$ cat src/rtl/xirq_pkg.sv
package xirq_pkg;

  localparam int unsigned FIELD_W  = 4;
  localparam int unsigned CODE_W   = 3;
  localparam int unsigned CFG_BASE = 32'h88;
  localparam int unsigned MASK_OFS = 32'hA4;
  localparam int unsigned PEND_OFS = 32'hA8;

  typedef enum logic [CODE_W-1:0] {
    TRIG_LEVEL_LO = 3'd0,
    TRIG_LEVEL_HI = 3'd1,
    TRIG_EDGE_DN  = 3'd2,
    TRIG_EDGE_UP  = 3'd4,
    TRIG_EDGE_ANY = 3'd6
  } trig_code_e;

  typedef struct packed {
    logic is_level;
    logic level_hi;
    logic on_rise;
    logic on_fall;
  } trig_sel_t;

  // Unlisted codes 3, 5 and 7 fall through to both edges.
  function automatic trig_sel_t decode_trig(input logic [CODE_W-1:0] code);
    trig_sel_t sel;
    case (code)
      TRIG_LEVEL_LO: sel = '{is_level: 1'b1, level_hi: 1'b0, on_rise: 1'b0, on_fall: 1'b0};
      TRIG_LEVEL_HI: sel = '{is_level: 1'b1, level_hi: 1'b1, on_rise: 1'b0, on_fall: 1'b0};
      TRIG_EDGE_DN:  sel = '{is_level: 1'b0, level_hi: 1'b0, on_rise: 1'b0, on_fall: 1'b1};
      TRIG_EDGE_UP:  sel = '{is_level: 1'b0, level_hi: 1'b0, on_rise: 1'b1, on_fall: 1'b0};
      default:       sel = '{is_level: 1'b0, level_hi: 1'b0, on_rise: 1'b1, on_fall: 1'b1};
    endcase
    return sel;
  endfunction

endpackage

$ cat src/rtl/xirq_sync.sv
module xirq_sync #(
  parameter int unsigned LINES  = 24,
  parameter int unsigned STAGES = 2
) (
  input  logic             clk_i,
  input  logic             rst_ni,
  input  logic [LINES-1:0] pin_i,
  output logic [LINES-1:0] cur_o,
  output logic [LINES-1:0] prev_o
);

  logic [LINES-1:0] stage_q [STAGES];
  logic [LINES-1:0] prev_q;

  always_ff @(posedge clk_i or negedge rst_ni) begin
    if (!rst_ni) begin
      for (int s = 0; s < STAGES; s++) stage_q[s] <= '0;
      prev_q <= '0;
    end else begin
      stage_q[0] <= pin_i;
      for (int s = 1; s < STAGES; s++) stage_q[s] <= stage_q[s-1];
      prev_q <= stage_q[STAGES-1];
    end
  end

  assign cur_o  = stage_q[STAGES-1];
  assign prev_o = prev_q;

endmodule

$ cat src/rtl/xirq_detect.sv
module xirq_detect
  import xirq_pkg::*;
#(
  parameter int unsigned LINES = 24
) (
  input  logic [LINES-1:0]         cur_i,
  input  logic [LINES-1:0]         prev_i,
  input  logic [LINES*FIELD_W-1:0] cfg_i,
  output logic [LINES-1:0]         evt_o
);

  localparam int unsigned SPARE_W = FIELD_W - CODE_W;

  logic [LINES*SPARE_W-1:0] unused_spare;

  for (genvar i = 0; i < LINES; i++) begin : g_line
    trig_sel_t sel;
    logic      rise;
    logic      fall;

    assign sel  = decode_trig(cfg_i[i*FIELD_W +: CODE_W]);
    assign rise = cur_i[i] & ~prev_i[i];
    assign fall = ~cur_i[i] & prev_i[i];
    assign evt_o[i] = sel.is_level ? (cur_i[i] == sel.level_hi)
                                   : ((sel.on_rise & rise) | (sel.on_fall & fall));
    assign unused_spare[i*SPARE_W +: SPARE_W] = cfg_i[i*FIELD_W + CODE_W +: SPARE_W];
  end

endmodule

$ cat src/rtl/xirq_regs.sv
module xirq_regs
  import xirq_pkg::*;
#(
  parameter int unsigned LINES  = 24,
  parameter int unsigned ADDR_W = 8,
  parameter int unsigned DATA_W = 32
) (
  input  logic                     clk_i,
  input  logic                     rst_ni,
  input  logic                     we_i,
  input  logic [ADDR_W-1:0]        addr_i,
  input  logic [DATA_W-1:0]        wdata_i,
  input  logic [LINES-1:0]         evt_i,
  output logic [LINES*FIELD_W-1:0] cfg_o,
  output logic [LINES-1:0]         mask_o,
  output logic [LINES-1:0]         pend_o,
  output logic [DATA_W-1:0]        rdata_o
);

  localparam int unsigned PER_WORD = DATA_W / FIELD_W;
  localparam int unsigned CFG_REGS = (LINES + PER_WORD - 1) / PER_WORD;
  localparam logic [ADDR_W-1:0] MASK_ADDR = ADDR_W'(MASK_OFS);
  localparam logic [ADDR_W-1:0] PEND_ADDR = ADDR_W'(PEND_OFS);

  logic [DATA_W-1:0]          cfg_q [CFG_REGS];
  logic [CFG_REGS*DATA_W-1:0] cfg_flat;
  logic [LINES-1:0]           mask_q;
  logic [LINES-1:0]           pend_q;
  logic [LINES-1:0]           clr_vec;
  logic [CFG_REGS-1:0]        cfg_hit;

  for (genvar r = 0; r < CFG_REGS; r++) begin : g_word
    assign cfg_hit[r] = (addr_i == ADDR_W'(CFG_BASE + 4*r));
    assign cfg_flat[r*DATA_W +: DATA_W] = cfg_q[r];
  end

  always_ff @(posedge clk_i or negedge rst_ni) begin
    if (!rst_ni) begin
      for (int r = 0; r < CFG_REGS; r++) cfg_q[r] <= '0;
    end else if (we_i) begin
      for (int r = 0; r < CFG_REGS; r++)
        if (cfg_hit[r]) cfg_q[r] <= wdata_i;
    end
  end

  always_ff @(posedge clk_i or negedge rst_ni) begin
    if (!rst_ni)                          mask_q <= '1;
    else if (we_i && addr_i == MASK_ADDR) mask_q <= wdata_i[LINES-1:0];
  end

  // A fresh event overrides a simultaneous write-one-to-clear.
  assign clr_vec = (we_i && addr_i == PEND_ADDR) ? wdata_i[LINES-1:0] : '0;

  always_ff @(posedge clk_i or negedge rst_ni) begin
    if (!rst_ni) pend_q <= '0;
    else         pend_q <= (pend_q & ~clr_vec) | evt_i;
  end

  always_comb begin
    rdata_o = '0;
    for (int r = 0; r < CFG_REGS; r++)
      if (cfg_hit[r]) rdata_o = cfg_q[r];
    if (addr_i == MASK_ADDR) rdata_o = DATA_W'(mask_q);
    if (addr_i == PEND_ADDR) rdata_o = DATA_W'(pend_q);
  end

  assign cfg_o  = cfg_flat[LINES*FIELD_W-1:0];
  assign mask_o = mask_q;
  assign pend_o = pend_q;

endmodule

$ cat src/rtl/xirq_group.sv
module xirq_group #(
  parameter int unsigned LINES    = 24,
  parameter int unsigned DIRECT   = 4,
  parameter int unsigned MID_LAST = 7,
  localparam int unsigned OUTS    = DIRECT + 2
) (
  input  logic [LINES-1:0] pend_i,
  input  logic [LINES-1:0] mask_i,
  output logic [OUTS-1:0]  irq_o
);

  logic [LINES-1:0] live;

  assign live = pend_i & ~mask_i;

  for (genvar k = 0; k < DIRECT; k++) begin : g_direct
    assign irq_o[k] = live[k];
  end

  assign irq_o[DIRECT]   = |live[MID_LAST:DIRECT];
  assign irq_o[DIRECT+1] = |live[LINES-1:MID_LAST+1];

endmodule

$ cat src/rtl/xirq_trigger_ctrl.sv
module xirq_trigger_ctrl
  import xirq_pkg::*;
#(
  parameter int unsigned LINES       = 24,
  parameter int unsigned ADDR_W      = 8,
  parameter int unsigned DATA_W      = 32,
  parameter int unsigned SYNC_STAGES = 2,
  parameter int unsigned DIRECT      = 4,
  parameter int unsigned MID_LAST    = 7,
  localparam int unsigned OUTS       = DIRECT + 2
) (
  input  logic              clk_i,
  input  logic              rst_ni,
  input  logic [LINES-1:0]  pin_i,
  input  logic              we_i,
  input  logic [ADDR_W-1:0] addr_i,
  input  logic [DATA_W-1:0] wdata_i,
  output logic [DATA_W-1:0] rdata_o,
  output logic [OUTS-1:0]   irq_o
);

  logic [LINES-1:0]         cur_w;
  logic [LINES-1:0]         prev_w;
  logic [LINES-1:0]         evt_w;
  logic [LINES*FIELD_W-1:0] cfg_w;
  logic [LINES-1:0]         mask_w;
  logic [LINES-1:0]         pend_w;

  xirq_sync #(.LINES(LINES), .STAGES(SYNC_STAGES)) u_sync (
    .clk_i (clk_i),
    .rst_ni(rst_ni),
    .pin_i (pin_i),
    .cur_o (cur_w),
    .prev_o(prev_w)
  );

  xirq_detect #(.LINES(LINES)) u_detect (
    .cur_i (cur_w),
    .prev_i(prev_w),
    .cfg_i (cfg_w),
    .evt_o (evt_w)
  );

  xirq_regs #(.LINES(LINES), .ADDR_W(ADDR_W), .DATA_W(DATA_W)) u_regs (
    .clk_i  (clk_i),
    .rst_ni (rst_ni),
    .we_i   (we_i),
    .addr_i (addr_i),
    .wdata_i(wdata_i),
    .evt_i  (evt_w),
    .cfg_o  (cfg_w),
    .mask_o (mask_w),
    .pend_o (pend_w),
    .rdata_o(rdata_o)
  );

  xirq_group #(.LINES(LINES), .DIRECT(DIRECT), .MID_LAST(MID_LAST)) u_group (
    .pend_i(pend_w),
    .mask_i(mask_w),
    .irq_o (irq_o)
  );

endmodule

$ cat config.mk
export PLATFORM = sky130hd
export DESIGN_NAME = xirq_trigger_ctrl
export DESIGN_NICKNAME = d
export VERILOG_FILES = /design/src/rtl/xirq_pkg.sv /design/src/rtl/xirq_sync.sv /design/src/rtl/xirq_detect.sv /design/src/rtl/xirq_regs.sv /design/src/rtl/xirq_group.sv /design/src/rtl/xirq_trigger_ctrl.sv
export SDC_FILE = /design/constraint.sdc
export NUM_CORES = 1
export LEC_CHECK = 0
export BUFFER_PORTS_ARGS = -buffer_cell sky130_fd_sc_hd__buf_2
export CAP_MARGIN = 5
export CELL_PAD_IN_SITES_DETAIL_PLACEMENT = 0
export CELL_PAD_IN_SITES_GLOBAL_PLACEMENT = 1
export CORE_UTILIZATION = 45
export CTS_BUF_LIST = sky130_fd_sc_hd__clkbuf_4
export DETAILED_ROUTE_END_ITERATION = 8
export GPL_ROUTABILITY_DRIVEN = 1
export PLACE_DENSITY = 0.86
export SKIP_CTS_REPAIR_TIMING = 1
export SYNTH_ARGS = -nofsm -noshare
export SYNTH_HDL_FRONTEND = slang
export SYNTH_SLANG_ARGS = --single-unit
$ cat constraint.sdc
create_clock -name clk_i -period 1.5 [get_ports clk_i]
set_clock_uncertainty 0.1 [all_clocks]
set_input_delay 0.15 -clock clk_i [delete_from_list [all_inputs] [get_ports clk_i]]
set_output_delay 0.15 -clock clk_i [all_outputs]
set_load 0.1 [all_outputs]
Word level (Yosys, flattened, before mapping)
Index checks and enable logic that the tools add are counted.
{"block": "totals", "ff_bits": 216, "out_inout_bits": 38}
{"block": "classes", "n_eq_ne": 101, "mux": 54, "bitwise": 173, "reduce_logical": 31}
{"cell": "4-bit one-hot mux with 4 select lines", "count": 24}
{"cell": "32-bit two-way mux", "count": 5}
{"cell": "1-bit AND", "count": 96}
{"cell": "3-bit by 1-bit == test with 1-bit output, second input constant", "count": 24}
{"cell": "3-bit by 2-bit == test with 1-bit output, second input constant", "count": 24}
{"cell": "3-bit == test, second input constant", "count": 24}
{"cell": "3-bit zero test", "count": 24}
{"cell": "24-bit AND", "count": 2}
{"cell": "1-bit inverter", "count": 48}
{"cell": "24-bit inverter", "count": 2}
{"cell": "8-bit == test, second input constant", "count": 5}
{"cell": "1-bit == test", "count": 24}
{"cell": "1-bit two-way mux", "count": 24}
{"cell": "24-bit two-way mux", "count": 1}
{"cell": "1-bit bitwise OR", "count": 24}
{"cell": "24-bit bitwise OR", "count": 1}
{"cell": "16-bit OR reduction", "count": 1}
{"cell": "2-bit AND reduction", "count": 3}
{"cell": "4-bit OR reduction", "count": 1}
{"cell": "1-bit logical AND", "count": 2}

Longest topological paths before layout
Gate-level depths: netlist (run 1).
{"block": "depth", "word_depth": 6, "depth_mapped": 6}

By module
Synthesis (run 1) repeated with hierarchy kept, for this count alone.
{"block": "unflattened", "hier_cells": 777, "hier_area_um2": 10473.8}
{"mod": "xirq_regs", "n_inst": 1, "cells_per_inst": 482, "area_each_um2": 6920.4}
{"mod": "xirq_sync", "n_inst": 1, "cells_per_inst": 96, "area_each_um2": 1981.9}
{"mod": "xirq_detect", "n_inst": 1, "cells_per_inst": 168, "area_each_um2": 1336.3}
{"mod": "xirq_group", "n_inst": 1, "cells_per_inst": 31, "area_each_um2": 235.2}

Worst setup path before layout (run 1)
No wires, ideal clock.
{"block": "synth_path", "path_kind": "input port to output port", "startpoint": "input port addr_i[6]", "endpoint": "output port rdata_o[0]", "arrival_time_ps": 3447, "required_time_ps": 1250, "path_slack_ps": -2197, "path_stages": 5, "cell_sequence": "or4b_4 > nor2_4 > buf_2 > a221oi_1 > o32ai_1"}
{"block": "synth_via", "elab_chain_cells": 6, "elab_cells_between_ends": 10, "cone_classes": "eq/ne: 5; mux: 5"}
{"item": "start: declaration", "line": "xirq_trigger_ctrl.sv:16", "rtl": "input logic [ADDR_W-1:0] addr_i,"}
{"item": "8-bit == test", "line": "xirq_regs.sv:33", "rtl": "assign cfg_hit[r] = (addr_i == ADDR_W'(CFG_BASE + 4*r));"}
{"item": "32-bit two-way mux (3 in a row)", "line": "xirq_regs.sv:62", "rtl": "if (cfg_hit[r]) rdata_o = cfg_q[r];"}
{"item": "32-bit two-way mux", "line": "xirq_regs.sv:63", "rtl": "if (addr_i == MASK_ADDR) rdata_o = DATA_W'(mask_q);"}
{"item": "32-bit two-way mux *", "line": "xirq_regs.sv:64", "rtl": "if (addr_i == PEND_ADDR) rdata_o = DATA_W'(pend_q);"}
{"item": "end: declaration", "line": "xirq_trigger_ctrl.sv:18", "rtl": "output logic [DATA_W-1:0] rdata_o,"}
Mark *: on every way between the ends. The rest lies on a longest branch, timed or not.

Worst setup path after layout (run 1)
{"block": "layout_path", "startpoint": "register u_regs.mask_q[8], in the netlist u_regs.mask_o[8]", "endpoint": "output port irq_o[5]"}
{"block": "layout_via", "elab_chain_cells": 3}
{"item": "start: declaration", "line": "xirq_regs.sv:27", "rtl": "logic [LINES-1:0] mask_q;"}
{"item": "start signal: assignment", "line": "xirq_regs.sv:48", "rtl": "else if (we_i && addr_i == MASK_ADDR) mask_q <= wdata_i[LINES-1:0];"}
{"item": "24-bit inverter", "line": "xirq_group.sv:14", "rtl": "assign live = pend_i & ~mask_i;"}
{"item": "24-bit AND", "line": "xirq_group.sv:14"}
{"item": "16-bit OR reduction", "line": "xirq_group.sv:21", "rtl": "assign irq_o[DIRECT+1] = |live[LINES-1:MID_LAST+1];"}
{"item": "end: declaration", "line": "xirq_trigger_ctrl.sv:19", "rtl": "output logic [OUTS-1:0] irq_o"}
No other way between the ends.

==> results.tsv, run 1 <==
metric	value	unit
p_leak	7.03	nW
startpoint_type	flip-flop	
grt_start_max_net_pins	54	
synth.top_cell.area_share	0.490	
antenna_found_initial	1	
netlist_instances	735	
core	21200	um^2
synth_seq_area_share	0.555	
hp-class	primary input to flip-flop	
synth.mux.area_fraction	0.161	
dp_hpwl	18.4	mm
gp_congestion	0.814	
cap_violations	0	
period_needed	2.29	ns
tritoncts	yes	
area_growth	54.0	%
synth_edf_count	0	
cts_sinks	216	
vias_per_cell	5.71	
syn_nets	802	
clk_latency	0.67	ns
synth_warnings	0	
mappedNetlistArea	9800	um^2
ant_nets	0	
yosys_register_bits	216	
placed_area	12600	um^2
vias	7898	
clk_pin_slew_worst_paths	0.07	ns
wl_met2	15.3	mm
total_power	0.0130	W
synth_xor_area_frac	0.0223	
cp-end-kind	primary output	
crit_fanout	2	
highest-signal-layer	met4	
hold_viol	0	
first_pass_iters	5	
initial_utilization	0.463	
wl	30.6	mm
worstPathArrival	2.04	ns
period_share	1.52	
ys.flop_type	dfrtp_1	
synth-adder-area-share	0	
rsz0062_at_grt	yes	
grt_util_all_layers	0.250	
synth_async_sr_flop_share	1.00	
final_area	15100	um^2
h-tree-depth	2	
cts_buffer_depth	3	
die_w	150	um
die_area	22400	um^2
synth_area_leader_cell	dfrtp_1	
drt_iter0_drc	433	
synth.distinct_cells	37	
syn_avg_cell_area	13.3	um^2
gr-total-overflow	0	
met3_length	1.80	mm
slew_headroom	0.673	
route.detailed.drc	0	
setup_violations	75	
final_cell_mix	181 x dfrtp_1, 89 x clkbuf_4, 82 x buf_4, 65 x buf_12, 65 x dlygate4sd3_1	
port_buffers	104	
cts-root-buf	clkbuf_4	
drt-met1-wl	12.5	mm
die_y	150	um
cp.required	1.25	ns
crit_type	flip-flop to primary output	
grt_pass1_wl	42.2	mm
power_density	861	nW/um^2
ir_worst_vdd	619	uV
grt_pass1_vias	7569	
tightestPinTransition	0.491	ns
ios	105	
num-nets-final	1127	
synthSimpleGateAreaFrac	0.0852	
cts_buffers	57	
violations	negative setup slack	
synth_compound_area_frac	0.144	
ys_top_cells_by_area	dfrtp_1 49%, mux2_4 9.2%, dfstp_2 6.4%, mux2_1 6.4%, a221o_1 4.9%	
row_count	53	
drive_gt1_frac	0.501	
max_freq	437	MHz
layout_commonest_cell	dfrtp_1	
fin_ws	-0.786	ns
synth_top_family_by_area	multiplexers	
avgRoutedWirePerCell	22.2	um
slew_violations	0	
status	finished with violations	
area by class of cell:
| cell class | instances | area, um^2 |
|---|---|---|
| Antenna cell | 1 | 2.50 |
| Clock buffer | 89 | 668 |
| Clock inverter | 16 | 63.8 |
| Fill cell | 1350 | 6070 |
| Inverter | 25 | 93.8 |
| Multi-Input combinational cell | 456 | 5160 |
| Sequential cell | 216 | 5450 |
| Tap cell | 275 | 344 |
| Timing Repair Buffer | 304 | 3300 |
synth_stat cells (2+ instances only):
master,instances
dfstp_2,24
a221oi_1,28
buf_6,6
o22ai_1,4
or4b_4,2
nor4b_4,2
mux2_1,56
nor2b_1,52
nand2_1,31
mux2_4,60
a222oi_1,5
inv_1,25
a221o_1,48
nor2_1,25
a22oi_1,28
buf_2,15
clkbuf_1,11
and3_1,2
o32ai_1,24
a21o_1,24
dfrtp_1,192
xor2_1,25
nor3_1,24
mux2_2,4
buf_4,6
worst max-delay path, stage by stage, from the launching register on:
cell      delay (ns)
dfstp_2         0.54
o22ai_1         0.11
a221oi_4        0.25
nand4_1         0.21
buf_6           0.24
routing by layer:
| metal | global-route usage | vias to the layer above |
|---|---|---|
| li1 | - | 3476 |
| met1 | 0.327 | 4039 |
| met2 | 0.413 | 305 |
| met3 | 0.0527 | 78 |
| met4 | 0.0786 | 0 |
| met5 | 0 | - |
flip-flops by register name, indices dropped and copies added (netlist names):
register	cells
u_regs.cfg_o	96
u_regs.mask_o	24
u_regs.pend_o	24
u_sync.cur_o	24
u_sync.prev_o	24
u_sync.stage_q	24
path summary, 6_finish.rpt:
| kind | slack, ns | to | cells past startpoint | start |
|---|---|---|---|---|
| worst max-delay path | -0.79 | irq_o[5] | 4 | u_regs.mask_o[8] |
| worst min-delay path | 0.0008 | u_sync.stage_q[32] | 2 | pin_i[8] |
| worst max register to register | -0.09 | u_regs.pend_o[3] | 5 | u_regs.cfg_o[12] |
| worst min register to register | 0.24 | u_sync.cur_o[19] | 0 | u_sync.stage_q[43] |
| max in group asynchronous | 0.22 | u_regs.mask_o[3] | 4 | rst_ni |
| min in group asynchronous | 0.43 | u_regs.cfg_o[93] | 3 | rst_ni |
power by group:
part	leakage, nW	total, W	internal [W]	switching (W)
sequential	2.60	0.00636	0.00611	0.000252
clock	0.444	0.00518	0.00269	0.00249
combinational	3.99	0.00145	0.000775	0.000678
total	7.03	0.0130	0.00957	0.00342
through the flow:
step	worst slack [ns]	TNS, ns	util	instances	hold WS, ns
floorplan	-0.716	-25.50	-	735	-0.246
finish	-0.786	-22.85	0.713	1382	0.000751
CTS	-0.875	-22.76	0.631	1284	-0.698
global route	-0.834	-23.89	0.713	1382	0.000886
global placement	-0.573	-82.19	0.596	1179	0.0180
detailed placement	-0.591	-81.49	0.596	1179	0.0211
kinds of logic after synthesis:
kind of cell	count (synthesis)
AND/OR/NAND/NOR	149
AO/OA/AOI/OAI	162
flip-flops	216
XOR/XNOR	25
buffers and inverters	63
multiplexers	120
(Power assumes the default switching activity.)
==> run 2: changes to the inputs <==
--- a/config.mk
+++ b/config.mk
@@ -5,11 +5,12 @@
 export SDC_FILE = /design/constraint.sdc
 export NUM_CORES = 1
 export LEC_CHECK = 0
+export ABC_AREA = 1
 export BUFFER_PORTS_ARGS = -buffer_cell sky130_fd_sc_hd__buf_2
 export CAP_MARGIN = 5
 export CELL_PAD_IN_SITES_DETAIL_PLACEMENT = 0
 export CELL_PAD_IN_SITES_GLOBAL_PLACEMENT = 1
-export CORE_UTILIZATION = 45
+export CORE_UTILIZATION = 41
 export CTS_BUF_LIST = sky130_fd_sc_hd__clkbuf_4
 export DETAILED_ROUTE_END_ITERATION = 8
 export GPL_ROUTABILITY_DRIVEN = 1
==> run 2 against run 1 <==
  * The run still ends with negative setup slack left
  * Global-route usage shrank 2.0 points
  * Sequential share of layout area grew 2.2 points
  * Clock-buffer cell count grew 1
  * Critical path depth grew 2
  * Critical path type unchanged
  * Critical endpoint unchanged
  * Largest cell class unchanged
  * Largest power group unchanged
==> results.tsv, run 2 <==
metric	value	unit	change
p_comb_frac	0.136		+0.024
p_switching	0.00382	W	+12%
period_needed	2.13	ns	-0.152 ns
mappedNetlistArea	9980	um^2	+1.9%
grt_start_max_net_pins	49		-9.3%
die_w	158	um	+5.7%
worstPathArrival	1.88	ns	-0.16 ns
setup_violations	38		-49%
violations	negative setup slack		
ir_worst_vdd	604	uV	-2.5%
largest_register_ffs	96		unchanged
grt_util_all_layers	0.230		-0.0196
p_leak	6.99	nW	-0.65%
period_share	1.42		-0.101
tightestPinTransition	0.411	ns	-0.0802 ns
drt_iter0_drc	644		+49%
area_growth	42.2	%	
rsz0062_at_grt	yes		
cts_buffers	58		+1.8%
cp-end-kind	primary output		
num-nets-final	1565		+39%
startpoint_type	flip-flop		
port_buffers	104		unchanged
wl	28.8	mm	-6.1%
whs_endpoint	u_sync.stage_q[44]		
clk_latency	0.70	ns	+0.03 ns
yosysMostFrequentCell	nand2_1		
p_int	0.0100	W	+4.8%
ant_nets	0		unchanged
dp_hpwl	18.8	mm	+1.9%
avgRoutedWirePerCell	15.4	um	-31%
clkPwrFrac	0.400		about the same
route.detailed.drc	0		unchanged
r2r_end	u_regs.pend_o[23]		
synth.distinct_cells	26		-30%
final_cell_mix	312 x nand2_1, 192 x dfrtp_1, 123 x nand3_1, 109 x o21ai_0, 90 x clkbuf_4		
layout_commonest_cell	nand2_1		
row_count	56		+5.7%
crit_fanout	2		unchanged
cts_buffer_depth	3		unchanged
crit_type	flip-flop to primary output		
hp-class	primary input to flip-flop		
cts-root-buf	clkbuf_4		
syn_nets	1291		+61%
tns	-14.94	ns	+7.91 ns
vias	9246		+17%
r2r_cells	5		unchanged
cp_slowest_cell	dfstp_2		
cp.required	1.25	ns	about the same
core	23700	um^2	+12%
status	finished with violations		
power_density	976	nW/um^2	+13%
synth_edf_count	0		unchanged
grt_pass1_vias	8588		+13%
die_area	25000	um^2	+12%
yosys_register_bits	216		unchanged
synth_area_leader_cell	dfrtp_1		
syn_avg_cell_area	8.16	um^2	-39%
pre_cts_ws	-0.203	ns	+0.388 ns
gp_congestion	0.816		+0.22%
synth_commonest_cells	363 x nand2_1, 192 x dfrtp_1, 136 x nand3_1		
synth_async_sr_flop_share	1.00		unchanged
synth_warnings	0		unchanged
hold_depth	2		unchanged
power_frac_seq	0.465		-0.025
crit_chain	inv_2 -> nand2_1 -> nand4_1 -> nor2_1 -> nand2_2 -> buf_12		
die_y	158	um	+5.7%
ys.flop_type	dfrtp_1		
max_stage_delay	0.52	ns	-0.02 ns
cap_violations	0		unchanged
tritoncts	yes		
drive_gt1_frac	0.312		-0.189
synth.top_cell.area_share	0.481		-0.00910
ys_top_cells_by_area	dfrtp_1 48%, nand2_1 14%, nand3_1 6.8%, o21ai_0 6.6%, dfstp_2 6.3%		
slew_violations	0		unchanged
hold_viol	0		unchanged
synth_seq_area_share	0.544		-0.0103
cts_sinks	216		unchanged
clk_pin_slew_worst_paths	0.07	ns	about the same
antenna_found_initial	2		+1
gr-total-overflow	0		unchanged
ios	105		unchanged
first_pass_iters	5		unchanged
fin_ws	-0.634	ns	+0.152 ns
fill_cells	2062		+53%
regToRegSetupSlack	0.15	ns	+0.24 ns
initial_utilization	0.422		-0.0416
grt_pass1_wl	44.4	mm	+5.1%
max_freq	469	MHz	+7.1%
slew_headroom	0.725		+0.0522
swShare	0.276		+0.0130
h-tree-depth	2		unchanged
r2r-start	u_regs.cfg_o[92]		
netlist_instances	1224		+67%
vias_per_cell	4.95		-13%
min_from	pin_i[20]		
run 2: cell types whose count changed after synthesis, moves of 56 or more:
cell / before / now
nand2_1: 31 / 363
o21ai_0: 0 / 132
mux2_1: 56 / 0
mux2_4: 60 / 0
inv_1: 25 / 130
nand3_1: 1 / 136
run 2: worst max-delay path by stage:
stage / from / depth (start not counted) / endpoint
floorplan: u_regs.mask_o[6] / 3 / irq_o[4]
global placement: addr_i[6] / 10 / rdata_o[19]
detailed placement: addr_i[6] / 10 / rdata_o[7]
CTS: u_regs.mask_o[10] / 6 / irq_o[5]
global route: u_regs.mask_o[8] / 6 / irq_o[5]
finish: u_regs.mask_o[8] / 6 / irq_o[5]
run 2: logic make-up after synthesis:
group | synth area share
DFF | 0.544
and+or+nand+nor | 0.266
xor gates and xnor gates | 0.0184
buffers and inverters | 0.0797
AOI/OAI and AO/OA | 0.0912
run 2: power groups by stage:
stage | Sequential (W) | Clock (W) | Combinational, W
after global routing | 0.00647 | 0.00600 | 0.00205
after floorplan | 0.00646 | 0 | 0.000870
after detailed placement | 0.00653 | 0 | 0.00153
final | 0.00644 | 0.00554 | 0.00188
after global placement | 0.00652 | 0 | 0.00151
after CTS | 0.00643 | 0.00569 | 0.00154
run 2: layer usage:
metal  vias to the layer above  global-route usage  routed length (um)
met5                         -                   0                   0
met4                         0              0.0879                 734
met3                        56              0.0454                1710
met2                       280               0.367               13500
met1                      4394               0.308               12800
li1                       4516                   -                   -
run 2: per-stage QoR:
stage	util	hold WS, ns	instances	area, um^2	power [W]
floorplan	-	-0.246	1224	10300	0.00733
global placement	0.513	-0.0378	1656	12100	0.00803
detailed placement	0.513	-0.0398	1656	12100	0.00806
CTS	0.547	-0.796	1765	12900	0.0137
global route	0.599	-0.00297	1868	14200	0.0145
finish	0.599	0.0227	1868	14200	0.0139
run 2: worst max-delay path, delay by kind of cell (launching register included):
| family | cells | cell delay, ns |
|---|---|---|
| flops | 1 | 0.52 |
| simple gates | 4 | 0.46 |
| buf+inv | 2 | 0.21 |
run 2: final cells by class:
type                    instances  area [um^2]  area share
diodes                          2         5.00    0.000353
multi-input cells             821         4270       0.301
clock inverters                19          125     0.00881
well taps                     319          399      0.0281
flip-flops and latches        216         5440       0.383
repair buffers                268         2780       0.196
inverters                     133          510      0.0360
clock buffers                  90          676      0.0476
==> run 3: changes to the inputs <==
--- a/config.mk
+++ b/config.mk
@@ -10,6 +10,7 @@
 export CAP_MARGIN = 5
 export CELL_PAD_IN_SITES_DETAIL_PLACEMENT = 0
 export CELL_PAD_IN_SITES_GLOBAL_PLACEMENT = 1
+export CORE_ASPECT_RATIO = 1.5
 export CORE_UTILIZATION = 41
 export CTS_BUF_LIST = sky130_fd_sc_hd__clkbuf_4
 export DETAILED_ROUTE_END_ITERATION = 8
==> run 3 against run 2 <==
  * The run ends with negative hold slack, negative setup slack left
  * Cell area up 0.23%
  * Die area about the same
  * Cell count up 0.21%
  * Largest cell class unchanged
  * Non-clock buffer count up 14
  * Sequential power about the same
  * Highest routed layer unchanged
  * Clock power down 12%
  * Wire length up 2.7%
  * Critical endpoint unchanged
  * Worst setup slack better by 0.014 ns
==> results.tsv, run 3 (synthesized netlist as in run 2, its figures left out) <==
metric	value	unit	change
die_w	129	um	-18%
hp-class	primary input to flip-flop		
rsz0062_at_grt	yes		
core	23800	um^2	+0.61%
clk_latency	0.69	ns	about the same
pre_cts_ws	-0.228	ns	-0.0246 ns
crit_chain	inv_2 -> nand2_2 -> nand4_1 -> nor2_1 -> nand2_2 -> buf_12		
power_density	929	nW/um^2	-4.8%
tritoncts	yes		
startpoint_type	flip-flop		
p_leak	6.96	nW	-0.42%
cts_buffers	55		-5.2%
cp_common_cell	nand2_2		
whs_endpoint	u_regs.pend_o[8]		
min_from	addr_i[3]		
ios	105		unchanged
setup_violations	40		+5.3%
status	finished with violations		
grt_start_max_net_pins	54		+10%
cap_violations	0		unchanged
crit_fanout	2		unchanged
h-tree-depth	2		unchanged
vias_per_cell	5.05		+2.0%
r2r_cells	6		+1
die_y	193	um	+22%
gr-total-overflow	0		unchanged
num-nets-final	1576		+0.70%
antenna_found_initial	1		-1
final_cells	1872		+0.21%
cts_sinks	216		unchanged
max_freq	472	MHz	+0.65%
area_growth	42.5	%	
period_needed	2.12	ns	-0.0137 ns
violations	negative hold slack, negative setup slack		
worstPathArrival	1.87	ns	about the same
slew_violations	0		unchanged
grt_pass1_vias	8866		+3.2%
route.detailed.drc	0		unchanged
cts_buffer_depth	3		unchanged
drt_iter0_drc	757		+18%
slew_headroom	0.380		-0.345
row_count	69		+23%
cts-root-buf	clkbuf_4		
layout_commonest_cell	nand2_1		
hold_slack	-0.000521	ns	-0.0233 ns
cp_slowest_cell	dfstp_2		
final_cell_mix	313 x nand2_1, 190 x dfrtp_1, 123 x nand3_1, 109 x o21ai_0, 82 x dlygate4sd3_1		
crit_type	flip-flop to primary output		
vias	9454		+2.2%
die_area	25000	um^2	about the same
grt_util_all_layers	0.239		+0.00893
r2r_end	u_regs.pend_o[17]		
ant_nets	0		unchanged
initial_utilization	0.419		-0.00257
r2r-start	u_regs.cfg_o[70]		
cp-end-kind	primary output		
grt_pass1_wl	45.7	mm	+3.1%
drive_gt1_frac	0.306		-0.00616
avgRoutedWirePerCell	15.8	um	+2.4%
max_stage_delay	0.53	ns	about the same
place_inst	1660		+0.24%
ir_worst_vdd	570	uV	-5.5%
first_pass_iters	5		unchanged
cp_num_buf_inv	2		unchanged
hold_depth	7		+5
largest_register_ffs	96		unchanged
fin_ws	-0.620	ns	+0.0137 ns
tightestPinTransition	0.927	ns	+0.517 ns
wl	29.5	mm	+2.7%
gp_congestion	0.844		+3.4%
regToRegSetupSlack	0.13	ns	-0.02 ns
cp.required	1.25	ns	about the same
period_share	1.41		-0.00915
clk_pin_slew_worst_paths	0.07	ns	about the same
hold_viol	1		+1
critPathTopFamily	flip-flops		
port_buffers	104		unchanged
dp_hpwl	19.8	mm	+5.4%
-- run 3: worst register-to-register path: stages (launching register included) --
cell,delay (ns)
dfrtp_1,0.39
inv_1,0.12
nand2_1,0.09
o21a_1,0.10
o21ai_0,0.26
buf_4,0.17
nand2_1,0.04
-- run 3: layout make-up --
type	instances	area [um^2]
Tap cell	319	399
Multi-Input combinational cell	821	4270
Sequential cell	216	5440
Timing Repair Buffer	282	2930
Inverter	133	514
Antenna cell	1	2.50
Clock buffer	81	608
Clock inverter	19	71.3
Fill cell	2158	9600
-- run 3: worst max-delay path by stage --
stage                        to              from  depth (start not counted)  slack [ns]
CTS                    irq_o[5]  u_regs.mask_o[8]                          6       -0.82
finish                 irq_o[5]  u_regs.mask_o[8]                          6       -0.62
floorplan              irq_o[4]  u_regs.mask_o[6]                          3       -0.23
global route           irq_o[5]  u_regs.mask_o[9]                          6       -0.71
detailed placement  rdata_o[17]         addr_i[1]                         10       -0.23
global placement    rdata_o[17]         addr_i[1]                         10       -0.19
-- run 3: layer usage --
layer	GRT usage	vias up	wire length, um
met1	0.292	4563	12200
met4	0.124	0	1100
met5	0	-	0
met3	0.0417	80	1330
li1	-	4533	-
met2	0.403	278	14900
-- run 3: metrics by stage --
stage	total power, W	cell area [um^2]	TNS [ns]	util	hold slack [ns]
4_1_cts	0.0130	12900	-19.49	0.541	-0.835
5_1_grt	0.0139	14200	-18.01	0.597	0.00808
3_3_place_gp	0.00803	12200	-10.79	0.513	-0.0803
2_1_floorplan	0.00733	10300	-0.233	-	-0.246
6_report	0.0132	14200	-14.27	0.597	-0.000521
3_5_place_dp	0.00807	12200	-15.11	0.513	-0.0805
-- run 3: power breakdown --
part / internal [W] / total, W / switching (W)
sequential: 0.00620 / 0.00643 / 0.000234
combinational: 0.000778 / 0.00191 / 0.00113
clock: 0.00246 / 0.00489 / 0.00242
total: 0.00944 / 0.0132 / 0.00378
